`src/rtl/pmc_pkg.sv`:
```
package pmc_pkg;
  typedef enum logic [2:0] {
    ST_RUN, ST_IDLE, ST_TGH, ST_STOP, ST_WARM, ST_DONE
  } pmc_state_e;

  // register A fields
  localparam int A_STOP  = 7;
  localparam int A_LVL   = 6;
  localparam int A_RSLOW = 5;
  localparam int A_KEEP  = 4;
  localparam int A_WU_HI = 3;
  localparam int A_WU_LO = 2;
  // register B fields
  localparam int B_FON   = 7;
  localparam int B_SON   = 6;
  localparam int B_CSEL  = 5;
  localparam int B_NAP   = 4;
  localparam int B_TGNAP = 2;
endpackage

```
`src/rtl/pmc_wake_det.sv`:
```
module pmc_wake_det (
  input  logic clk_i,
  input  logic rst_ni,
  input  logic pin_i,
  input  logic level_mode_i,
  output logic release_o
);
  logic pin_q;

  always_ff @(posedge clk_i or negedge rst_ni) begin
    if (!rst_ni) pin_q <= 1'b0;
    else         pin_q <= pin_i;
  end

  assign release_o = level_mode_i ? pin_i : (pin_q & ~pin_i);
endmodule

```
`src/rtl/pmc_osc_check.sv`:
```
module pmc_osc_check (
  input  logic fast_on_i,
  input  logic slow_on_i,
  input  logic clk_slow_i,
  output logic illegal_o
);
  always_comb begin
    illegal_o = 1'b0;
    if (!fast_on_i && !slow_on_i)  illegal_o = 1'b1;
    if (!fast_on_i && !clk_slow_i) illegal_o = 1'b1;
    if (!slow_on_i && clk_slow_i)  illegal_o = 1'b1;
  end
endmodule

```
`src/rtl/pmc_warmup.sv`:
```
module pmc_warmup #(
  parameter int FAST_SH_HI = 16,
  parameter int FAST_SH_LO = 14,
  parameter int SLOW_SH_HI = 13,
  parameter int SLOW_SH_LO = 6
) (
  input  logic       clk_i,
  input  logic       rst_ni,
  input  logic       load_i,
  input  logic       active_i,
  input  logic       slow_i,
  input  logic [1:0] code_i,
  input  logic       fast_tick_i,
  input  logic       slow_tick_i,
  output logic       zero_o
);
  localparam int MAX_F = (FAST_SH_HI > FAST_SH_LO) ? FAST_SH_HI : FAST_SH_LO;
  localparam int MAX_S = (SLOW_SH_HI > SLOW_SH_LO) ? SLOW_SH_HI : SLOW_SH_LO;
  localparam int MAX_SH = (MAX_F > MAX_S) ? MAX_F : MAX_S;
  localparam int CW = MAX_SH + 2;

  logic [CW-1:0] cnt_q;
  logic          tick;

  function automatic logic [CW-1:0] warm_len(input logic slow, input logic [1:0] code);
    int sh;
    logic [CW-1:0] base;
    if (slow) sh = code[1] ? SLOW_SH_LO : SLOW_SH_HI;
    else      sh = code[1] ? FAST_SH_LO : FAST_SH_HI;
    base = code[0] ? CW'(1) : CW'(3);
    return base << sh;
  endfunction

  assign tick = slow_i ? slow_tick_i : fast_tick_i;

  always_ff @(posedge clk_i or negedge rst_ni) begin
    if (!rst_ni)                                cnt_q <= '0;
    else if (load_i)                            cnt_q <= warm_len(slow_i, code_i);
    else if (active_i && tick && cnt_q != '0)   cnt_q <= cnt_q - CW'(1);
  end

  assign zero_o = (cnt_q == '0);

  // count only moves on a tick of the selected domain
  p_cnt_hold_r7: assert property (@(posedge clk_i) disable iff (!rst_ni)
    (active_i && !tick && !load_i) |=> (cnt_q == $past(cnt_q)));
endmodule

```
`src/rtl/pwr_mode_ctrl.sv`:
```
module pwr_mode_ctrl
  import pmc_pkg::*;
#(
  parameter int FAST_SH_HI = 16,
  parameter int FAST_SH_LO = 14,
  parameter int SLOW_SH_HI = 13,
  parameter int SLOW_SH_LO = 6
) (
  input  logic       clk_i,
  input  logic       rst_ni,
  input  logic       wr_en_i,
  input  logic       wr_sel_i,
  input  logic [7:0] wr_data_i,
  input  logic       rd_sel_i,
  output logic [7:0] rd_data_o,
  input  logic       fast_tick_i,
  input  logic       slow_tick_i,
  input  logic       wake_pin_i,
  input  logic       irq_i,
  output logic       cpu_run_o,
  output logic       periph_clk_en_o,
  output logic       tbt_clk_en_o,
  output logic       port_hiz_o,
  output logic       port_hold_o,
  output logic       fast_osc_en_o,
  output logic       slow_osc_en_o,
  output logic       sys_clk_slow_o,
  output logic       rst_req_o
);
  pmc_state_e state_q;
  logic       stop_q, wake_lvl_q, ret_slow_q, keep_out_q;
  logic [1:0] wu_code_q;
  logic       fast_on_q, slow_on_q, clk_slow_q, nap_q, tg_nap_q;
  logic       rst_req_q;
  logic       running, wr_a, wr_b, illegal, wake_rel, warm_zero, tgt_slow, in_stop;
  logic       unused_bits;

  assign unused_bits = ^{wr_data_i[3], wr_data_i[1:0]};
  assign running  = (state_q == ST_RUN);
  assign wr_a     = wr_en_i & ~wr_sel_i & running;
  assign wr_b     = wr_en_i &  wr_sel_i & running;
  assign tgt_slow = ~wake_lvl_q & ret_slow_q;  // level wake forces fast return
  assign in_stop  = (state_q == ST_STOP) || (state_q == ST_WARM);

  pmc_osc_check u_osc_check (
    .fast_on_i (wr_data_i[B_FON]),
    .slow_on_i (wr_data_i[B_SON]),
    .clk_slow_i(wr_data_i[B_CSEL]),
    .illegal_o (illegal)
  );

  pmc_wake_det u_wake_det (
    .clk_i       (clk_i),
    .rst_ni      (rst_ni),
    .pin_i       (wake_pin_i),
    .level_mode_i(wake_lvl_q),
    .release_o   (wake_rel)
  );

  pmc_warmup #(
    .FAST_SH_HI(FAST_SH_HI), .FAST_SH_LO(FAST_SH_LO),
    .SLOW_SH_HI(SLOW_SH_HI), .SLOW_SH_LO(SLOW_SH_LO)
  ) u_warmup (
    .clk_i      (clk_i),
    .rst_ni     (rst_ni),
    .load_i     ((state_q == ST_STOP) && wake_rel),
    .active_i   (state_q == ST_WARM),
    .slow_i     (tgt_slow),
    .code_i     (wu_code_q),
    .fast_tick_i(fast_tick_i),
    .slow_tick_i(slow_tick_i),
    .zero_o     (warm_zero)
  );

  always_ff @(posedge clk_i or negedge rst_ni) begin
    if (!rst_ni) begin
      state_q    <= ST_RUN;
      stop_q     <= 1'b0;
      wake_lvl_q <= 1'b0;
      ret_slow_q <= 1'b0;
      keep_out_q <= 1'b0;
      wu_code_q  <= 2'b00;
      fast_on_q  <= 1'b1;
      slow_on_q  <= 1'b0;
      clk_slow_q <= 1'b0;
      nap_q      <= 1'b0;
      tg_nap_q   <= 1'b0;
      rst_req_q  <= 1'b0;
    end else begin
      rst_req_q <= wr_b & illegal;
      unique case (state_q)
        ST_RUN: begin
          if (wr_b && illegal) begin
            stop_q     <= 1'b0;
            wake_lvl_q <= 1'b0;
            ret_slow_q <= 1'b0;
            keep_out_q <= 1'b0;
            wu_code_q  <= 2'b00;
            fast_on_q  <= 1'b1;
            slow_on_q  <= 1'b0;
            clk_slow_q <= 1'b0;
            nap_q      <= 1'b0;
            tg_nap_q   <= 1'b0;
          end else if (wr_b) begin
            fast_on_q  <= wr_data_i[B_FON];
            slow_on_q  <= wr_data_i[B_SON];
            clk_slow_q <= wr_data_i[B_CSEL];
            nap_q      <= wr_data_i[B_NAP];
            tg_nap_q   <= wr_data_i[B_TGNAP] & ~wr_data_i[B_NAP];
            if (wr_data_i[B_NAP])        state_q <= ST_IDLE;
            else if (wr_data_i[B_TGNAP]) state_q <= ST_TGH;
          end else if (wr_a) begin
            stop_q     <= wr_data_i[A_STOP];
            wake_lvl_q <= wr_data_i[A_LVL];
            ret_slow_q <= wr_data_i[A_RSLOW];
            keep_out_q <= wr_data_i[A_KEEP];
            wu_code_q  <= wr_data_i[A_WU_HI:A_WU_LO];
            if (wr_data_i[A_STOP]) state_q <= ST_STOP;
          end
        end
        ST_IDLE: if (irq_i) begin
          nap_q   <= 1'b0;
          state_q <= ST_RUN;
        end
        ST_TGH: if (irq_i) begin
          tg_nap_q <= 1'b0;
          state_q  <= ST_RUN;
        end
        ST_STOP: if (wake_rel) state_q <= ST_WARM;
        ST_WARM: if (warm_zero) begin
          stop_q     <= 1'b0;
          clk_slow_q <= tgt_slow;
          if (tgt_slow) slow_on_q <= 1'b1;
          else          fast_on_q <= 1'b1;
          state_q    <= ST_DONE;
        end
        ST_DONE: state_q <= ST_RUN;
        default: state_q <= ST_RUN;
      endcase
    end
  end

  always_comb begin
    if (rd_sel_i)
      rd_data_o = {fast_on_q, slow_on_q, clk_slow_q, nap_q, 1'b0, tg_nap_q, 2'b00};
    else
      rd_data_o = {stop_q, wake_lvl_q, ret_slow_q, keep_out_q, wu_code_q, 2'b00};
  end

  assign cpu_run_o       = running;
  assign periph_clk_en_o = running || (state_q == ST_IDLE);
  assign tbt_clk_en_o    = running || (state_q == ST_IDLE) || (state_q == ST_TGH);
  assign port_hiz_o      = in_stop & ~keep_out_q;
  assign port_hold_o     = in_stop & keep_out_q;
  assign sys_clk_slow_o  = clk_slow_q;
  assign rst_req_o       = rst_req_q;

  always_comb begin
    if (state_q == ST_STOP) begin
      fast_osc_en_o = 1'b0;
      slow_osc_en_o = 1'b0;
    end else if (state_q == ST_WARM) begin
      fast_osc_en_o = ~tgt_slow;
      slow_osc_en_o = tgt_slow;
    end else begin
      fast_osc_en_o = fast_on_q;
      slow_osc_en_o = slow_on_q;
    end
  end

  p_stop_dark_r3: assert property (@(posedge clk_i) disable iff (!rst_ni)
    (state_q == ST_STOP) |-> (!fast_osc_en_o && !slow_osc_en_o && !tbt_clk_en_o));
  p_done_run_r7: assert property (@(posedge clk_i) disable iff (!rst_ni)
    (state_q == ST_DONE) |=> cpu_run_o);
  p_level_fast_r5: assert property (@(posedge clk_i) disable iff (!rst_ni)
    (state_q == ST_DONE && wake_lvl_q) |-> !sys_clk_slow_o);
  p_rst_pulse_r9: assert property (@(posedge clk_i) disable iff (!rst_ni)
    rst_req_o |=> !rst_req_o);
  p_nap_wake_r10: assert property (@(posedge clk_i) disable iff (!rst_ni)
    (state_q == ST_IDLE && irq_i) |=> cpu_run_o);
  p_nap_excl_r12: assert property (@(posedge clk_i) disable iff (!rst_ni)
    !(nap_q && tg_nap_q));
endmodule

```
`config.mk`:
```
export PLATFORM = sky130hd
export DESIGN_NAME = pwr_mode_ctrl
export DESIGN_NICKNAME = d
export VERILOG_FILES = /design/src/rtl/pmc_pkg.sv /design/src/rtl/pmc_wake_det.sv /design/src/rtl/pmc_osc_check.sv /design/src/rtl/pmc_warmup.sv /design/src/rtl/pwr_mode_ctrl.sv
export SDC_FILE = /design/constraint.sdc
export NUM_CORES = 1
export LEC_CHECK = 0
export BUFFER_PORTS_ARGS = -buffer_cell sky130_fd_sc_hd__buf_2
export CAP_MARGIN = 20
export CORE_MARGIN = 2
export CORE_UTILIZATION = 45
export DETAILED_ROUTE_END_ITERATION = 7
export HOLD_SLACK_MARGIN = 0.03
export PLACE_DENSITY = 0.65
export SLEW_MARGIN = 20
export SYNTH_ARGS = -nofsm -noshare
export SYNTH_HDL_FRONTEND = slang
export SYNTH_SLANG_ARGS = --single-unit
```
`constraint.sdc`:
```
create_clock -name clk_i -period 2.1 [get_ports clk_i]
set_clock_uncertainty 0.1 [all_clocks]
set_input_delay 0.105 -clock clk_i [delete_from_list [all_inputs] [get_ports clk_i]]
set_output_delay 0.105 -clock clk_i [all_outputs]
set_load 0.05 [all_outputs]
```
# == After elaboration in Yosys (flattened, before gate mapping) ==
# Index checks and enable logic that the tools add are counted.
# classes
shifts,1
eq_ne,19
mux,65
n_reduce_logical,30
addsub,1
bitwise_logic,16
# ops
op,n
2-to-1 mux 32 bit,2
2-to-1 mux 1 bit,38
2-to-1 mux 18 bit,2
left shift 18 x 32 -> 18 bit,1
2-to-1 mux 3 bit,9
zero test 18 bit,1
nonzero test 18 bit,1
"subtractor 18 x 1 -> 18 bit, second input constant",1
"inequality test 2 bit, second input constant",7
one-hot mux 1 bit (2 select lines),6
one-hot mux 3 bit (4 select lines),1
AND reduction 3 bit,4
AND reduction 4 bit,3
bitwise AND 1 bit,10
nonzero test 2 bit,5
"inequality test 3 x 1 -> 1 bit, second input constant",3
2-to-1 mux 2 bit,4
2-to-1 mux 8 bit,1
logical AND 1 bit,7
AND reduction 7 bit,1
"equality test 3 x 2 -> 1 bit, second input constant",2
"inequality test 3 x 2 -> 1 bit, second input constant",2
NOT 1 bit,6
2-to-1 mux 5 bit,1
9 further kinds,14
# word_totals
elab_cells,146
out_inout_bits,17
regBits,34
input_bits,17

# == Depth between registers and ports, before layout ==
# depth
ltp_word,8
mapped_depth,8
mapped_depth_nobuf,8

# == Modules after synthesis ==
# From an unflattened synthesis, not the netlist that was laid out.
# unflattened
hier_cells,245
hier_area_um2,2269.7
# by_module_without_submodules
mod,n_inst,cells_each,area_each_um2,seq_area_each_um2
pmc_warmup,1,137,1249.9,450.4
pwr_mode_ctrl,1,103,965.9,376.6
pmc_wake_det,1,4,43.8,25.0
pmc_osc_check,1,1,10.0,0.0

# == Worst setup path before layout ==
# No wires, ideal clock.
# synth_path
path_kind,flip-flop to flip-flop
start,reg state_q[0]
end,reg tg_nap_q
t_required_ns,1.928
period_less_slack_ns,2.799
setup_time_ns,0.072
stages_incl_launch_ff,7
arrival_time_ns,2.627
setup_slack_ns,-0.699
cell_sequence,dfrtp_1 clkbuf_1 nor3_1 nand3_1 nor4b_1 a21oi_1 nor2_1
# synth_via
elab_chain_cells,5
elab_cells_between_ends,10
classes_between,3 x eq/ne; 2 x mux; 1 x bitwise; 4 x reduce/logical
# synth_rtl
item,line_no,source
"start, declared",pwr_mode_ctrl.sv:30,pmc_state_e state_q;
"start signal, assigned",pwr_mode_ctrl.sv:77,state_q <= ST_RUN;
"start signal, assigned",pwr_mode_ctrl.sv:110,if (wr_data_i[B_NAP]) state_q <= ST_IDLE;
"start signal, assigned",pwr_mode_ctrl.sv:111,else if (wr_data_i[B_TGNAP]) state_q <= ST_TGH;
zero test 3 bit (*),pwr_mode_ctrl.sv:39,assign running = (state_q == ST_RUN);
net cpu_run_o,pwr_mode_ctrl.sv:20,"output logic cpu_run_o,"
bitwise AND 1 bit,pwr_mode_ctrl.sv:41,assign wr_b = wr_en_i & wr_sel_i & running;
logical AND 1 bit,pwr_mode_ctrl.sv:93,if (wr_b && illegal) begin
inequality test 3 x 1 -> 1 bit (no line) / 2-to-1 mux 1 bit (equally long branches),-,
AND reduction 3 bit (no line) / one-hot mux 1 bit (2 select lines) (equally long branches),-,
"end signal, assigned",pwr_mode_ctrl.sv:109,tg_nap_q <= wr_data_i[B_TGNAP] & ~wr_data_i[B_NAP];
"end, declared",pwr_mode_ctrl.sv:33,"logic fast_on_q, slow_on_q, clk_slow_q, nap_q, tg_nap_q;"
# Mark *: on every way through the listed nets, which the timed path passes. The rest lies on a longest branch.
# A chain may end at the register's enable or synchronous reset.

# == Worst setup path after layout ==
# layout_path
start,in wake_pin_i
end,reg u_warmup.cnt_q[4]
# layout_via
elab_chain_cells,5
elab_cells_between_ends,6
classes_between,2 x mux; 2 x bitwise; 2 x reduce/logical
# layout_rtl
item,line_no,source
"start, declared",pwr_mode_ctrl.sv:18,"input logic wake_pin_i,"
NOT 1 bit,pmc_wake_det.sv:15,assign release_o = level_mode_i ? pin_i : (pin_q & ~pin_i);
bitwise AND 1 bit,pmc_wake_det.sv:15,
2-to-1 mux 1 bit (*),pmc_wake_det.sv:15,
logical AND 1 bit (*),pwr_mode_ctrl.sv:66,".load_i ((state_q == ST_STOP) && wake_rel),"
2-to-1 mux 18 bit / nonzero test 2 bit (equally long branches),-,
"end signal, assigned",pmc_warmup.sv:38,"else if (load_i) cnt_q <= warm_len(slow_i, code_i);"
"end signal, assigned",pmc_warmup.sv:39,else if (active_i && tick && cnt_q != '0) cnt_q <= cnt_q - CW'(1);
"end, declared",pmc_warmup.sv:22,logic [CW-1:0] cnt_q;
# Mark *: on every way between the ends. The rest lies on a longest branch, timed or not.

==> impl_metrics.toml <==
[floorplanning]
dieHeight_um = 73.6
rows = 25
die_w_um = 73.6
die_area_sq_um = 5420
io_pins = 34
initial_core_util = 0.465
core_region_area_sq_um = 4690

[global_route]
grt_usage = 0.227
grt_pass1_vias = 1984
antenna_found_initial = 0
grt_overflow = 0
grt_pass1_wl_um = 9500
grt_max_degree = 35

[sta]
fmax_mhz = 490
rsz0062_at_grt = "yes"
slew_violations = 0
hold_violations = 0
final.period_utilization = 0.973
finalCriticalPeriod_ns = 2.04
worst_slew_pin_slew_ns = 0.759
setup_violations = 0
max-slew-margin-rel = 0.494

[drt]
wl_per_cell_um = 16.3
num_vias = 2088
drt_drc_violations_left = 0
firstDrtPassIters = 4
drt-initial-drc-count = 105
wl_um = 5720
viasPerCell = 5.95
final_antenna_net_count = 0

[cts]
cts.reportedPaths.clkPinSlew_ns = 0.07
h-tree-depth = 2
cts_tree = "built"
clk_latency_ns = 0.29
cts-buffers-inserted = 5
cts_buffer_depth = 2
cts_root_buf = "clkbuf_8"
numClockSinks = 34

[synthesis]
syn_area_sq_um = 2180
synth_edf_count = 0
synthDistinctLibCells = 59
ys_ff_latch = 34
yosys_warnings = 0
synthFlopType = "dfrtp_1"
yosysSeqAreaShare = 0.390
synth_cells = 235
synth_area_per_cell_sq_um = 9.29
synthArstFlopShare = 1.00

[finish]
final_area_sq_um = 2790
utilization = 0.595
diodes = 0
nets = 318
area_growth_pct = 27.9
drive_above_1_share = 0.316

[setup_path]
reg2reg_depth = 5
endpoint_kind = "flop"
rr_endpoint = "u_warmup.cnt_q[15]"
worstSetupEndpoint = "u_warmup.cnt_q[4]"
critical_path_class = "input pin to flop"
cp_max_fo = 18
startpoint = "wake_pin_i"
reg2reg_from = "u_warmup.cnt_q[6]"
critPathLaunchType = "input pin"
cp.arrival_ns = 2.11
ff2ff_setup_slack_ns = 0.08
required_ns = 2.16

[pwr]
p_comb_frac = 0.572
p_int_mw = 2.22
power_density_nw_per_um2 = 1520
switchingPower_mw = 2.02
power.share.clock = 0.140
vdd_ir_drop_max_mv = 1.17
p_sw_frac = 0.476
pwr-share-seq = 0.288
leakagePower_nw = 1.19

[placement]
dp.final_hpwl_um = 4190
portBuffers = 29
dpl-instance-area_sq_um = 2530
gp_congestion = 0.891

[run_status]
status = "complete, no violations"

[min_path]
hold_class = "input pin to flop"
min_from = "wr_en_i"

[flow_run]
cap_violations = 0
synth_stat cells, types with 2 or more instances:
cell / count / share of area
dfrtp_1: 33 / 0.38
mux2i_1: 4 / 0.018
mux2_2: 8 / 0.041
o31ai_1: 5 / 0.017
a22o_1: 6 / 0.024
inv_1: 3 / 0.0052
buf_4: 2 / 0.0069
and2_1: 4 / 0.011
o21ai_0: 10 / 0.023
nand2_1: 20 / 0.034
a211o_1: 2 / 0.0080
buf_6: 2 / 0.010
nor4_1: 4 / 0.011
nor2b_1: 5 / 0.014
clkbuf_1: 3 / 0.0052
a31oi_1: 8 / 0.023
nor2_1: 24 / 0.041
o211ai_1: 5 / 0.017
a21oi_1: 16 / 0.037
nor3b_1: 2 / 0.0069
xnor2_1: 2 / 0.0080
or4_1: 3 / 0.010
or3_1: 6 / 0.017
nand3_1: 11 / 0.025
nor3_1: 8 / 0.018
and3_1: 2 / 0.0057
ha_1: 5 / 0.029
sequential cells by signal, summed over array words and instances (netlist names):
| register | flops |
|---|---|
| slow_on_q | 1 |
| wake_lvl_q | 1 |
| nap_q | 1 |
| sys_clk_slow_o | 1 |
| keep_out_q | 1 |
| tg_nap_q | 1 |
| u_warmup.cnt_q | 18 |
| state_q | 3 |
| rst_req_o | 1 |
| fast_on_q | 1 |
| stop_q | 1 |
| ret_slow_q | 1 |
| wu_code_q | 2 |
| u_wake_det.pin_q | 1 |
power by group through the flow:
stage | Combinational, mW | Clock (mW) | Sequential [mW]
floorplan | 1.64 | 0 | 1.18
global placement | 2.30 | 0 | 1.19
detailed placement | 2.32 | 0 | 1.20
CTS | 2.34 | 0.609 | 1.19
global route | 2.64 | 0.639 | 1.26
finish | 2.43 | 0.594 | 1.22
final cells by class:
cell class                      count  area (sq um)
Sequential cell                    34           855
Tap cell                           54          67.6
Multi-Input combinational cell    189          1330
Clock inverter                      1          30.0
Fill cell                         406          1900
Inverter                            4          15.0
Timing Repair Buffer               62           417
Clock buffer                        7          76.3
how the worst min path moves through the flow:
stage          slack, ns                end  depth (start not counted)
2_1_floorplan      -0.29         keep_out_q                          0
3_3_place_gp        0.12  u_warmup.cnt_q[7]                          1
3_5_place_dp        0.13  u_warmup.cnt_q[9]                          1
4_1_cts             0.05         state_q[1]                          4
5_1_grt             0.09         state_q[1]                          4
6_report            0.06         state_q[1]                          4
what timing repair did:
item                                    CTS  global route
endpoints found under the setup margin    1            12
buffers inserted                          0             1
hold buffers                              8             0
gates resized for setup                   1            15
endpoints found under the hold margin    41             0
pin swaps                                 0             1
worst max-delay path, stage by stage:
cell and delay (ns):
dlygate4sd3_1 0.53, buf_2 0.13, or3b_2 0.48, a211o_2 0.46
buf_4 0.21, o211ai_1 0.08, nand3_1 0.10
per-layer routing:
layer,GRT usage,wire length (um),vias to the layer above,part of all wire
met3,0.0521,277,10,0.048
li1,-,-,1007,-
met4,0.0687,80,0,0.014
met1,0.286,2500,1001,0.44
met5,0,0,-,0
met2,0.387,2870,70,0.50
through the flow:
stage | setup WS [ns] | instances | TNS [ns] | hold WS (ns) | power (mW)
finish | 0.0573 | 351 | 0 | 0.0613 | 4.25
global route | -0.0315 | 351 | -0.0741 | 0.0876 | 4.54
CTS | 0.0215 | 350 | 0 | 0.0542 | 4.15
detailed placement | 0.0254 | 334 | 0 | 0.133 | 3.53
floorplan | 0.113 | 236 | 0 | -0.291 | 2.82
global placement | 0.0533 | 334 | 0 | 0.122 | 3.49
cell usage in the layout (no fill, tap or decap), types with 2 or more instances in the layout:
cell and instances:
o31ai_1 5, and2_1 4, or4_1 3, mux2i_1 4, o211ai_1 5, a22o_1 6, nand3_1 10, clkbuf_1 2
nor2b_1 4, nor3_1 5, mux2_2 7, nor4_1 3, dlygate4sd3_1 8, and3_1 2, o21ai_0 10, nand2_1 20
or3_1 6, conb_1 2, inv_1 3, nand3_2 2, buf_2 29, xnor2_1 2, nor3_2 2, dfrtp_2 2
dfrtp_1 31, buf_4 24, ha_1 5, a211o_2 2, nor2_1 23, a31oi_1 7, a21oi_1 16, clkbuf_8 5
kinds of logic (layout without fill, tap and decap cells):
| family | count (synthesis) | count (layout) | share of synthesized area |
|---|---|---|---|
| AND/OR/NAND/NOR | 104 | 104 | 0.265 |
| AO/OA/AOI/OAI | 64 | 64 | 0.208 |
| flip-flops | 34 | 34 | 0.390 |
| buffers and inverters | 13 | 74 | 0.0378 |
| multiplexers | 12 | 12 | 0.0596 |
| adder cells (fa/ha/maj) | 5 | 5 | 0.0287 |
| XOR/XNOR | 2 | 2 | 0.00803 |
| other | 1 | 2 | 0.00172 |
Power figures use the tool's default switching activity.
